--- config.mk ---
export PLATFORM = sky130hd
export DESIGN_NAME = i2s_tx_chan
export DESIGN_NICKNAME = d
export VERILOG_FILES = /design/src/rtl/i2s_tx_pkg.sv /design/src/rtl/i2s_tx_fifo.sv /design/src/rtl/i2s_tx_regs.sv /design/src/rtl/i2s_tx_serial.sv /design/src/rtl/i2s_tx_chan.sv
export SDC_FILE = /design/constraint.sdc
export NUM_CORES = 1
export LEC_CHECK = 0
export ABC_AREA = 0
export BUFFER_PORTS_ARGS = -buffer_cell sky130_fd_sc_hd__buf_2
export CAP_MARGIN = 0
export CORE_UTILIZATION = 53
export CTS_BUF_LIST = sky130_fd_sc_hd__clkbuf_16
export CTS_CLUSTER_DIAMETER = 40
export DETAILED_ROUTE_END_ITERATION = 6
export PLACE_DENSITY = 0.69
export SYNTH_ARGS = -nofsm -noshare
export SYNTH_HDL_FRONTEND = slang
export SYNTH_SLANG_ARGS = --single-unit
--- constraint.sdc ---
create_clock -name clk -period 23.5 [get_ports clk]
set_clock_uncertainty 0.2 [all_clocks]
set_input_delay 2.35 -clock clk [delete_from_list [all_inputs] [get_ports clk]]
set_output_delay 2.35 -clock clk [all_outputs]
set_load 0.02 [all_outputs]
--- src/rtl/i2s_tx_pkg.sv ---
`timescale 1ns/1ps
// Package: register addresses and resolution decode for the serial audio
// transmit channel. Assumes a 4-bit register address space.
package i2s_tx_pkg;
    localparam int ADDR_W = 4;

    localparam logic [ADDR_W-1:0] A_GLB = 4'd0;   // global enable
    localparam logic [ADDR_W-1:0] A_TXB = 4'd1;   // transmit block enable
    localparam logic [ADDR_W-1:0] A_CHN = 4'd2;   // channel enable
    localparam logic [ADDR_W-1:0] A_CLK = 4'd3;   // clock enable
    localparam logic [ADDR_W-1:0] A_RES = 4'd4;   // resolution code
    localparam logic [ADDR_W-1:0] A_THR = 4'd5;   // low level minus one
    localparam logic [ADDR_W-1:0] A_MSK = 4'd6;   // interrupt mask
    localparam logic [ADDR_W-1:0] A_STS = 4'd7;   // status
    localparam logic [ADDR_W-1:0] A_OVC = 4'd8;   // overrun clear on read
    localparam logic [ADDR_W-1:0] A_FLS = 4'd9;   // FIFO flush
    localparam logic [ADDR_W-1:0] A_LFT = 4'd10;  // left sample
    localparam logic [ADDR_W-1:0] A_RGT = 4'd11;  // right sample, pushes pair

    localparam logic [2:0] RES_RESET = 3'd2;

    // Number of serial bits for a resolution code; 0 for unsupported codes.
    function automatic int unsigned res_bits(input logic [2:0] code);
        case (code)
            3'd2:    return 16;
            3'd4:    return 24;
            3'd5:    return 32;
            default: return 0;
        endcase
    endfunction
endpackage

--- src/rtl/i2s_tx_fifo.sv ---
`timescale 1ns/1ps
// Module: sample-pair FIFO with occupancy count and flush.
// Assumes DEPTH is a power of two. Pushes into a full FIFO and pops from an
// empty one are ignored; flush has priority over both.
module i2s_tx_fifo #(
    parameter int W     = 64,
    parameter int DEPTH = 16,
    parameter int PTR_W = $clog2(DEPTH),
    parameter int CNT_W = PTR_W + 1
) (
    input  logic             clk,
    input  logic             rst_n,
    input  logic             push,
    input  logic [W-1:0]     din,
    input  logic             pop,
    input  logic             flush,
    output logic [W-1:0]     dout,
    output logic [CNT_W-1:0] count,
    output logic             full,
    output logic             empty
);
    logic [W-1:0]     mem [DEPTH];
    logic [PTR_W-1:0] wr_ptr, rd_ptr;
    logic             do_push, do_pop;

    assign full    = (count == CNT_W'(DEPTH));
    assign empty   = (count == '0);
    assign do_push = push && !full;
    assign do_pop  = pop && !empty;
    assign dout    = mem[rd_ptr];

    // Storage write for accepted pushes.
    always_ff @(posedge clk) begin
        if (do_push && !flush) mem[wr_ptr] <= din;
    end

    // Pointer and occupancy update, cleared by reset or flush.
    always_ff @(posedge clk) begin
        if (!rst_n || flush) begin
            wr_ptr <= '0;
            rd_ptr <= '0;
            count  <= '0;
        end else begin
            if (do_push) wr_ptr <= wr_ptr + 1'b1;
            if (do_pop)  rd_ptr <= rd_ptr + 1'b1;
            case ({do_push, do_pop})
                2'b10:   count <= count + 1'b1;
                2'b01:   count <= count - 1'b1;
                default: count <= count;
            endcase
        end
    end

    AST_NO_OVERFLOW: assert property (@(posedge clk) disable iff (!rst_n)
        count <= CNT_W'(DEPTH));
    AST_FULL_DROP: assert property (@(posedge clk) disable iff (!rst_n)
        (push && full && !pop && !flush) |=> $stable(count));
    AST_FLUSH_EMPTY: assert property (@(posedge clk) disable iff (!rst_n)
        flush |=> (count == '0));
endmodule

--- src/rtl/i2s_tx_regs.sv ---
`timescale 1ns/1ps
// Module: register file, status, overrun flag and interrupt for the channel.
// Assumes reads return data one cycle after the read strobe. A left-sample
// write is held and paired with the next right-sample write.
module i2s_tx_regs
    import i2s_tx_pkg::*;
#(
    parameter int DATA_W = 32,
    parameter int DEPTH  = 16,
    parameter int THR_W  = $clog2(DEPTH),
    parameter int CNT_W  = THR_W + 1
) (
    input  logic                  clk,
    input  logic                  rst_n,
    input  logic                  bus_wr,
    input  logic                  bus_rd,
    input  logic [ADDR_W-1:0]     bus_addr,
    input  logic [DATA_W-1:0]     bus_wdata,
    output logic [DATA_W-1:0]     bus_rdata,
    input  logic [CNT_W-1:0]      fifo_count,
    input  logic                  fifo_full,
    output logic                  run,
    output logic [2:0]            res_code,
    output logic                  push,
    output logic [2*DATA_W-1:0]   push_pair,
    output logic                  flush,
    output logic                  irq
);
    localparam logic [THR_W-1:0] THR_RESET = THR_W'(DEPTH / 2 - 1);

    logic [3:0]        en_q;      // global, block, channel, clock
    logic [2:0]        res_q;
    logic [THR_W-1:0]  thr_q;
    logic [1:0]        msk_q;     // [0] low-level, [1] overrun
    logic              ovr_q;
    logic [DATA_W-1:0] left_q;
    logic              low_flag, ovr_clr;
    logic [DATA_W-1:0] rd_mux;

    assign run       = &en_q;
    assign res_code  = res_q;
    assign push      = bus_wr && (bus_addr == A_RGT);
    assign push_pair = {left_q, bus_wdata};
    assign flush     = bus_wr && (bus_addr == A_FLS) && bus_wdata[0];
    assign ovr_clr   = bus_rd && (bus_addr == A_OVC);
    assign low_flag  = ({1'b0, fifo_count} <= ((CNT_W+1)'(thr_q) + 1'b1));
    assign irq       = (low_flag && !msk_q[0]) || (ovr_q && !msk_q[1]);

    // Configuration register writes.
    always_ff @(posedge clk) begin
        if (!rst_n) begin
            en_q   <= '0;
            res_q  <= RES_RESET;
            thr_q  <= THR_RESET;
            msk_q  <= 2'b11;
            left_q <= '0;
        end else if (bus_wr) begin
            case (bus_addr)
                A_GLB: en_q[0] <= bus_wdata[0];
                A_TXB: en_q[1] <= bus_wdata[0];
                A_CHN: en_q[2] <= bus_wdata[0];
                A_CLK: en_q[3] <= bus_wdata[0];
                A_RES: res_q   <= bus_wdata[2:0];
                A_THR: thr_q   <= bus_wdata[THR_W-1:0];
                A_MSK: msk_q   <= bus_wdata[5:4];
                A_LFT: left_q  <= bus_wdata;
                default: ;
            endcase
        end
    end

    // Sticky overrun: set by a push into a full FIFO, cleared by its read.
    always_ff @(posedge clk) begin
        if (!rst_n)                 ovr_q <= 1'b0;
        else if (push && fifo_full) ovr_q <= 1'b1;
        else if (ovr_clr)           ovr_q <= 1'b0;
    end

    // Read data selection.
    always_comb begin
        rd_mux = '0;
        case (bus_addr)
            A_GLB: rd_mux[0]       = en_q[0];
            A_TXB: rd_mux[0]       = en_q[1];
            A_CHN: rd_mux[0]       = en_q[2];
            A_CLK: rd_mux[0]       = en_q[3];
            A_RES: rd_mux[2:0]     = res_q;
            A_THR: rd_mux[THR_W-1:0] = thr_q;
            A_MSK: rd_mux[5:4]     = msk_q;
            A_STS: rd_mux[5:4]     = {ovr_q, low_flag};
            A_OVC: rd_mux[0]       = ovr_q;
            default: ;
        endcase
    end

    // Registered read port.
    always_ff @(posedge clk) begin
        if (!rst_n)      bus_rdata <= '0;
        else if (bus_rd) bus_rdata <= rd_mux;
    end

    AST_OVR_SET: assert property (@(posedge clk) disable iff (!rst_n)
        (push && fifo_full) |=> ovr_q);
    AST_OVR_STICKY: assert property (@(posedge clk) disable iff (!rst_n)
        (ovr_q && !ovr_clr) |=> ovr_q);
endmodule

--- src/rtl/i2s_tx_serial.sv ---
`timescale 1ns/1ps
// Module: serialiser. On each bit strobe it emits one bit. A word-select
// change loads the next word, whose MSB leaves on the following strobe.
// Assumes each word-select half holds at least as many strobes as the
// resolution. Falling word select pops a pair; an empty FIFO yields zeros.
module i2s_tx_serial
    import i2s_tx_pkg::*;
#(
    parameter int DATA_W = 32,
    parameter int BITS_W = $clog2(DATA_W + 1)
) (
    input  logic                clk,
    input  logic                rst_n,
    input  logic                run,
    input  logic                bit_tick,
    input  logic                ws_in,
    input  logic [2:0]          res_code,
    input  logic                fifo_empty,
    input  logic [2*DATA_W-1:0] fifo_dout,
    output logic                pop,
    output logic                sd_out
);
    logic              ws_q, sd_q, edge_seen;
    logic [DATA_W-1:0] shreg, rhold, left_s, right_s;
    logic [BITS_W-1:0] bits_left, nbits, shamt;

    assign left_s    = fifo_dout[2*DATA_W-1 -: DATA_W];
    assign right_s   = fifo_dout[DATA_W-1:0];
    assign nbits     = (res_bits(res_code) <= DATA_W) ? BITS_W'(res_bits(res_code)) : '0;
    assign shamt     = BITS_W'(DATA_W) - nbits;
    assign edge_seen = (ws_in != ws_q);
    assign pop       = run && bit_tick && edge_seen && !ws_in && !fifo_empty;
    assign sd_out    = sd_q;

    // Left-justify a sample to the resolution; unsupported codes give zero.
    function automatic logic [DATA_W-1:0] align(input logic [DATA_W-1:0] s);
        return (nbits == '0) ? '0 : (s << shamt);
    endfunction

    // Bit output, shifting and word loading, idle while not running.
    always_ff @(posedge clk) begin
        if (!rst_n || !run) begin
            ws_q      <= 1'b1;
            sd_q      <= 1'b0;
            shreg     <= '0;
            rhold     <= '0;
            bits_left <= '0;
        end else if (bit_tick) begin
            sd_q  <= (bits_left != '0) ? shreg[DATA_W-1] : 1'b0;
            shreg <= shreg << 1;
            ws_q  <= ws_in;
            if (bits_left != '0) bits_left <= bits_left - 1'b1;
            if (edge_seen) begin
                bits_left <= nbits;
                if (!ws_in) begin
                    shreg <= fifo_empty ? '0 : align(left_s);
                    rhold <= fifo_empty ? '0 : right_s;
                end else begin
                    shreg <= align(rhold);
                end
            end
        end
    end

    AST_IDLE_QUIET: assert property (@(posedge clk) disable iff (!rst_n)
        !run |=> !sd_out);
endmodule

--- src/rtl/i2s_tx_chan.sv ---
`timescale 1ns/1ps
// Module: top of the stereo serial transmit channel. Joins the register
// file, the pair FIFO and the serialiser. Assumes bit strobe and word select
// are synchronous to clk.
module i2s_tx_chan
    import i2s_tx_pkg::*;
#(
    parameter int DATA_W = 32,
    parameter int DEPTH  = 16
) (
    input  logic              clk,
    input  logic              rst_n,
    input  logic              bus_wr,
    input  logic              bus_rd,
    input  logic [3:0]        bus_addr,
    input  logic [31:0]       bus_wdata,
    output logic [31:0]       bus_rdata,
    input  logic              bit_tick,
    input  logic              ws_in,
    output logic              sd_out,
    output logic              irq_out
);
    localparam int PTR_W  = $clog2(DEPTH);
    localparam int CNT_W  = PTR_W + 1;
    localparam int PAIR_W = 2 * DATA_W;

    logic              run, push, flush, pop, fifo_full, fifo_empty;
    logic [2:0]        res_code;
    logic [PAIR_W-1:0] push_pair, fifo_dout;
    logic [CNT_W-1:0]  fifo_count;

    i2s_tx_regs #(.DATA_W(DATA_W), .DEPTH(DEPTH), .THR_W(PTR_W), .CNT_W(CNT_W)) u_regs (
        .clk(clk), .rst_n(rst_n), .bus_wr(bus_wr), .bus_rd(bus_rd),
        .bus_addr(bus_addr), .bus_wdata(bus_wdata), .bus_rdata(bus_rdata),
        .fifo_count(fifo_count), .fifo_full(fifo_full), .run(run),
        .res_code(res_code), .push(push), .push_pair(push_pair),
        .flush(flush), .irq(irq_out)
    );

    i2s_tx_fifo #(.W(PAIR_W), .DEPTH(DEPTH), .PTR_W(PTR_W), .CNT_W(CNT_W)) u_fifo (
        .clk(clk), .rst_n(rst_n), .push(push), .din(push_pair), .pop(pop),
        .flush(flush), .dout(fifo_dout), .count(fifo_count),
        .full(fifo_full), .empty(fifo_empty)
    );

    i2s_tx_serial #(.DATA_W(DATA_W)) u_serial (
        .clk(clk), .rst_n(rst_n), .run(run), .bit_tick(bit_tick),
        .ws_in(ws_in), .res_code(res_code), .fifo_empty(fifo_empty),
        .fifo_dout(fifo_dout), .pop(pop), .sd_out(sd_out)
    );
endmodule

==> results.toml <==
[routing]
via_per_inst = 6.22
detail_route.wl_per_cell_um = 27.3
via_count = 24163
drt-pass1-iter-count = 6
postRouteWirelength_mm = 106
drc = 0
detail_route.iter0.violations = 2569
antenna_violating_nets_post_route = 0

[critical_path]
cp.required_ns = 23.90
end_kind = "flop"
startpoint_type = "primary input"
r2r_slack_ns = 18.95
cp_max_fo = 63
critical_path_arrival_ns = 5.99
critical_path_class = "primary input to flop"

[clock_tree]
clkSinkCount = 1165
cts_post_setup_buffers_inserted = 0
worstSkewPairLatency_ns = 0.73
cts-hold-fix-buffers = 0
cts_repair_resizes = 0
cts_tree = "built"
clockRootBuffer = "clkbuf_16"
clkSlewWorstSetupHoldPaths_ns = 0.05
cts_made_buffers = 131
htreeDepth = 4
max-clock-path-buffers = 3

[power]
power.share.sequential_pct = 51.7
leakage_nw = 17.3
power.total_mw = 4.34
power.internal_mw = 3.48
power-per-cell-area_nw_per_um2 = 83.2
clock_power_share_pct = 47.1
p_sw_uw = 858
switching_share_pct = 19.8
combinationalPowerShare_pct = 1.2
worst_ir_drop_vdd_v = 0.0000794

[logic_synthesis]
netlist.top_cell.by_area = "edfxtp_1"
yosysTopAreaCellShare_pct = 66.3
syn_area_per_cell_um2 = 18.3
synth_async_sr_flop_share_pct = 0
synthTopCellsByArea = "edfxtp_1 (66%), mux4_2 (12%), dfxtp_1 (6.1%)"
synth_most_common_cell = "edfxtp_1"
ys_warn_count = 0
synth_enable_flop_cells = 1024
ys_ff_latch = 1165
yosysSeqAreaShare_pct = 72.4
synth_ff_type = "edfxtp_1"
syn-instance-count = 2541
netlist-cell-type-count = 67
synth_area_um2 = 46400
ys_top_cells_by_count = "edfxtp_1 (1024), mux4_2 (254), nand2_1 (168)"

[floorplan]
chipWidth_um = 298
dieArea_um2 = 88700
core_region_area_um2 = 86800
row_count = 108
initial_utilization_pct = 53.5
floorplan.io_pins = 76
die-height_um = 298

[global_routing]
grt_max_degree = 116
global_route.usage.total_pct = 24.2
grt-ovfl-total = 0
global_route_wire_length_before_repair_mm = 158
first_global_vias = 24444
antenna_found_initial = 3

[timing]
finalHoldViolations = 0
relative_slew_slack_pct = 27.7
finalCritPeriodShare_pct = 23.8
final_report_max_slew_violation_count = 0
max_freq_ghz = 0.179
worst_pin_slew_ns = 1.08
period_needed_ns = 5.60
timing.final.setup_violations = 0
setup_tns_ns = 0
setup_repair_after_global_routing_missed_its_margin = "no"

[cells_and_area]
fill_cells = 6182
final_layout_size_suffix_gt1_share_pct = 22.4
final_util_pct = 60.0
layoutNonFillerInstCount = 3883
nNetsFinal = 2686
flow.area_growth_from_synthesis_pct = 12.3
finish.instance_area_um2 = 52100

[job]
max_cap_viol_count = 0

[status]
run_status = "finished, final reports clean"

[place]
place.port_buffers = 49
gp_congestion = 0.912
hpwl_mm = 59.3
dpl_cell_area_um2 = 47700
place.detailed.instances = 3646

[hold_path]
worst_hold_path_type = "flop to flop"
## routing by layer
layer	global-route usage, %	vias up	wire [µm]	share of wire (%)
met5	0	-	13	0.012
li1	-	10352	-	-
met3	4.59	183	7590	7.2
met2	38.4	1037	51600	49
met1	33.9	12589	44300	42
met4	8.12	2	2550	2.4
## stage by stage
stage               worst slack, ns  hold slack [ns]
floorplan                     13.24            0.248
global placement              17.20            0.253
detailed placement            17.24            0.265
CTS                           18.02            0.274
global route                  17.69            0.302
finish                        17.90            0.268
## critical path, cell delays in order
cell	delay (ns)
buf_2	0.79
nand2b_1	0.53
a211oi_4	0.41
and2_1	0.29
ha_1	0.26
inv_1	0.10
fa_1	0.38
nor2b_1	0.17
o21ai_0	0.13
and3_1	0.20
nor3_1	0.18
xnor2_1	0.15
nor2_1	0.05
## cells in the final DEF, fill, tap and decap left out, types with 22 or more instances in the layout
cell       count
buf_2         49
clkbuf_16    132
a21oi_1      103
clkinv_1      22
nor2b_1       42
conb_1        26
nand2_1      168
o21ai_0       52
mux4_2       254
nor2_1       107
a211oi_1      44
buf_4         50
a22oi_1       42
edfxtp_1    1024
inv_1         46
dfxtp_1      137
mux2i_1      124
## sequential cells by signal, indices dropped and copies added, names as in the netlist, 5 cells and up, named ones only
name	flops
u_fifo.mem	1024
u_regs.left_q	32
u_serial.rhold	32
u_serial.shreg	32
u_regs.bus_rdata	6
u_serial.bits_left	6
u_fifo.count	5
## kinds of logic after synthesis
kind of cell | share of synthesized area [%]
xor+xnor | 0.318
compound gates | 4.77
simple gates | 4.07
buf+inv | 2.30
other cells | 0.00808
flops | 72.4
fa+ha+maj | 0.556
mux | 15.6
## cell type report
class | count | area [µm²] | area share (%)
clock buffer | 132 | 3300 | 6.34
timing repair buffer | 100 | 641 | 1.23
multi-input combinational | 1201 | 12000 | 23.0
tap | 1155 | 1450 | 2.77
inverter | 25 | 93.8 | 0.180
clock inverter | 104 | 1050 | 2.02
antenna | 1 | 2.50 | 0.00480
sequential | 1165 | 33600 | 64.5
## path summary, 6_finish.rpt
path                                          start                  end  depth (start not counted)
worst min-delay path            u_regs.bus_rdata[2]  u_regs.bus_rdata[2]                          2
worst max register to register                 flop   u_serial.shreg[28]                          8
worst min register to register  u_regs.bus_rdata[2]  u_regs.bus_rdata[2]                          2
worst max-delay path                       bit_tick      u_fifo.count[4]                         13
## power by group through the flow
stage | clock [mW] | combinational, mW | sequential (mW)
2_1_floorplan | 0 | 0.0270 | 2.29
3_3_place_gp | 0 | 0.0477 | 2.29
3_5_place_dp | 0 | 0.0501 | 2.29
4_1_cts | 2.07 | 0.0501 | 2.24
5_1_grt | 2.15 | 0.0547 | 2.24
6_report | 2.04 | 0.0504 | 2.24
Power figures use the tool's default switching activity.
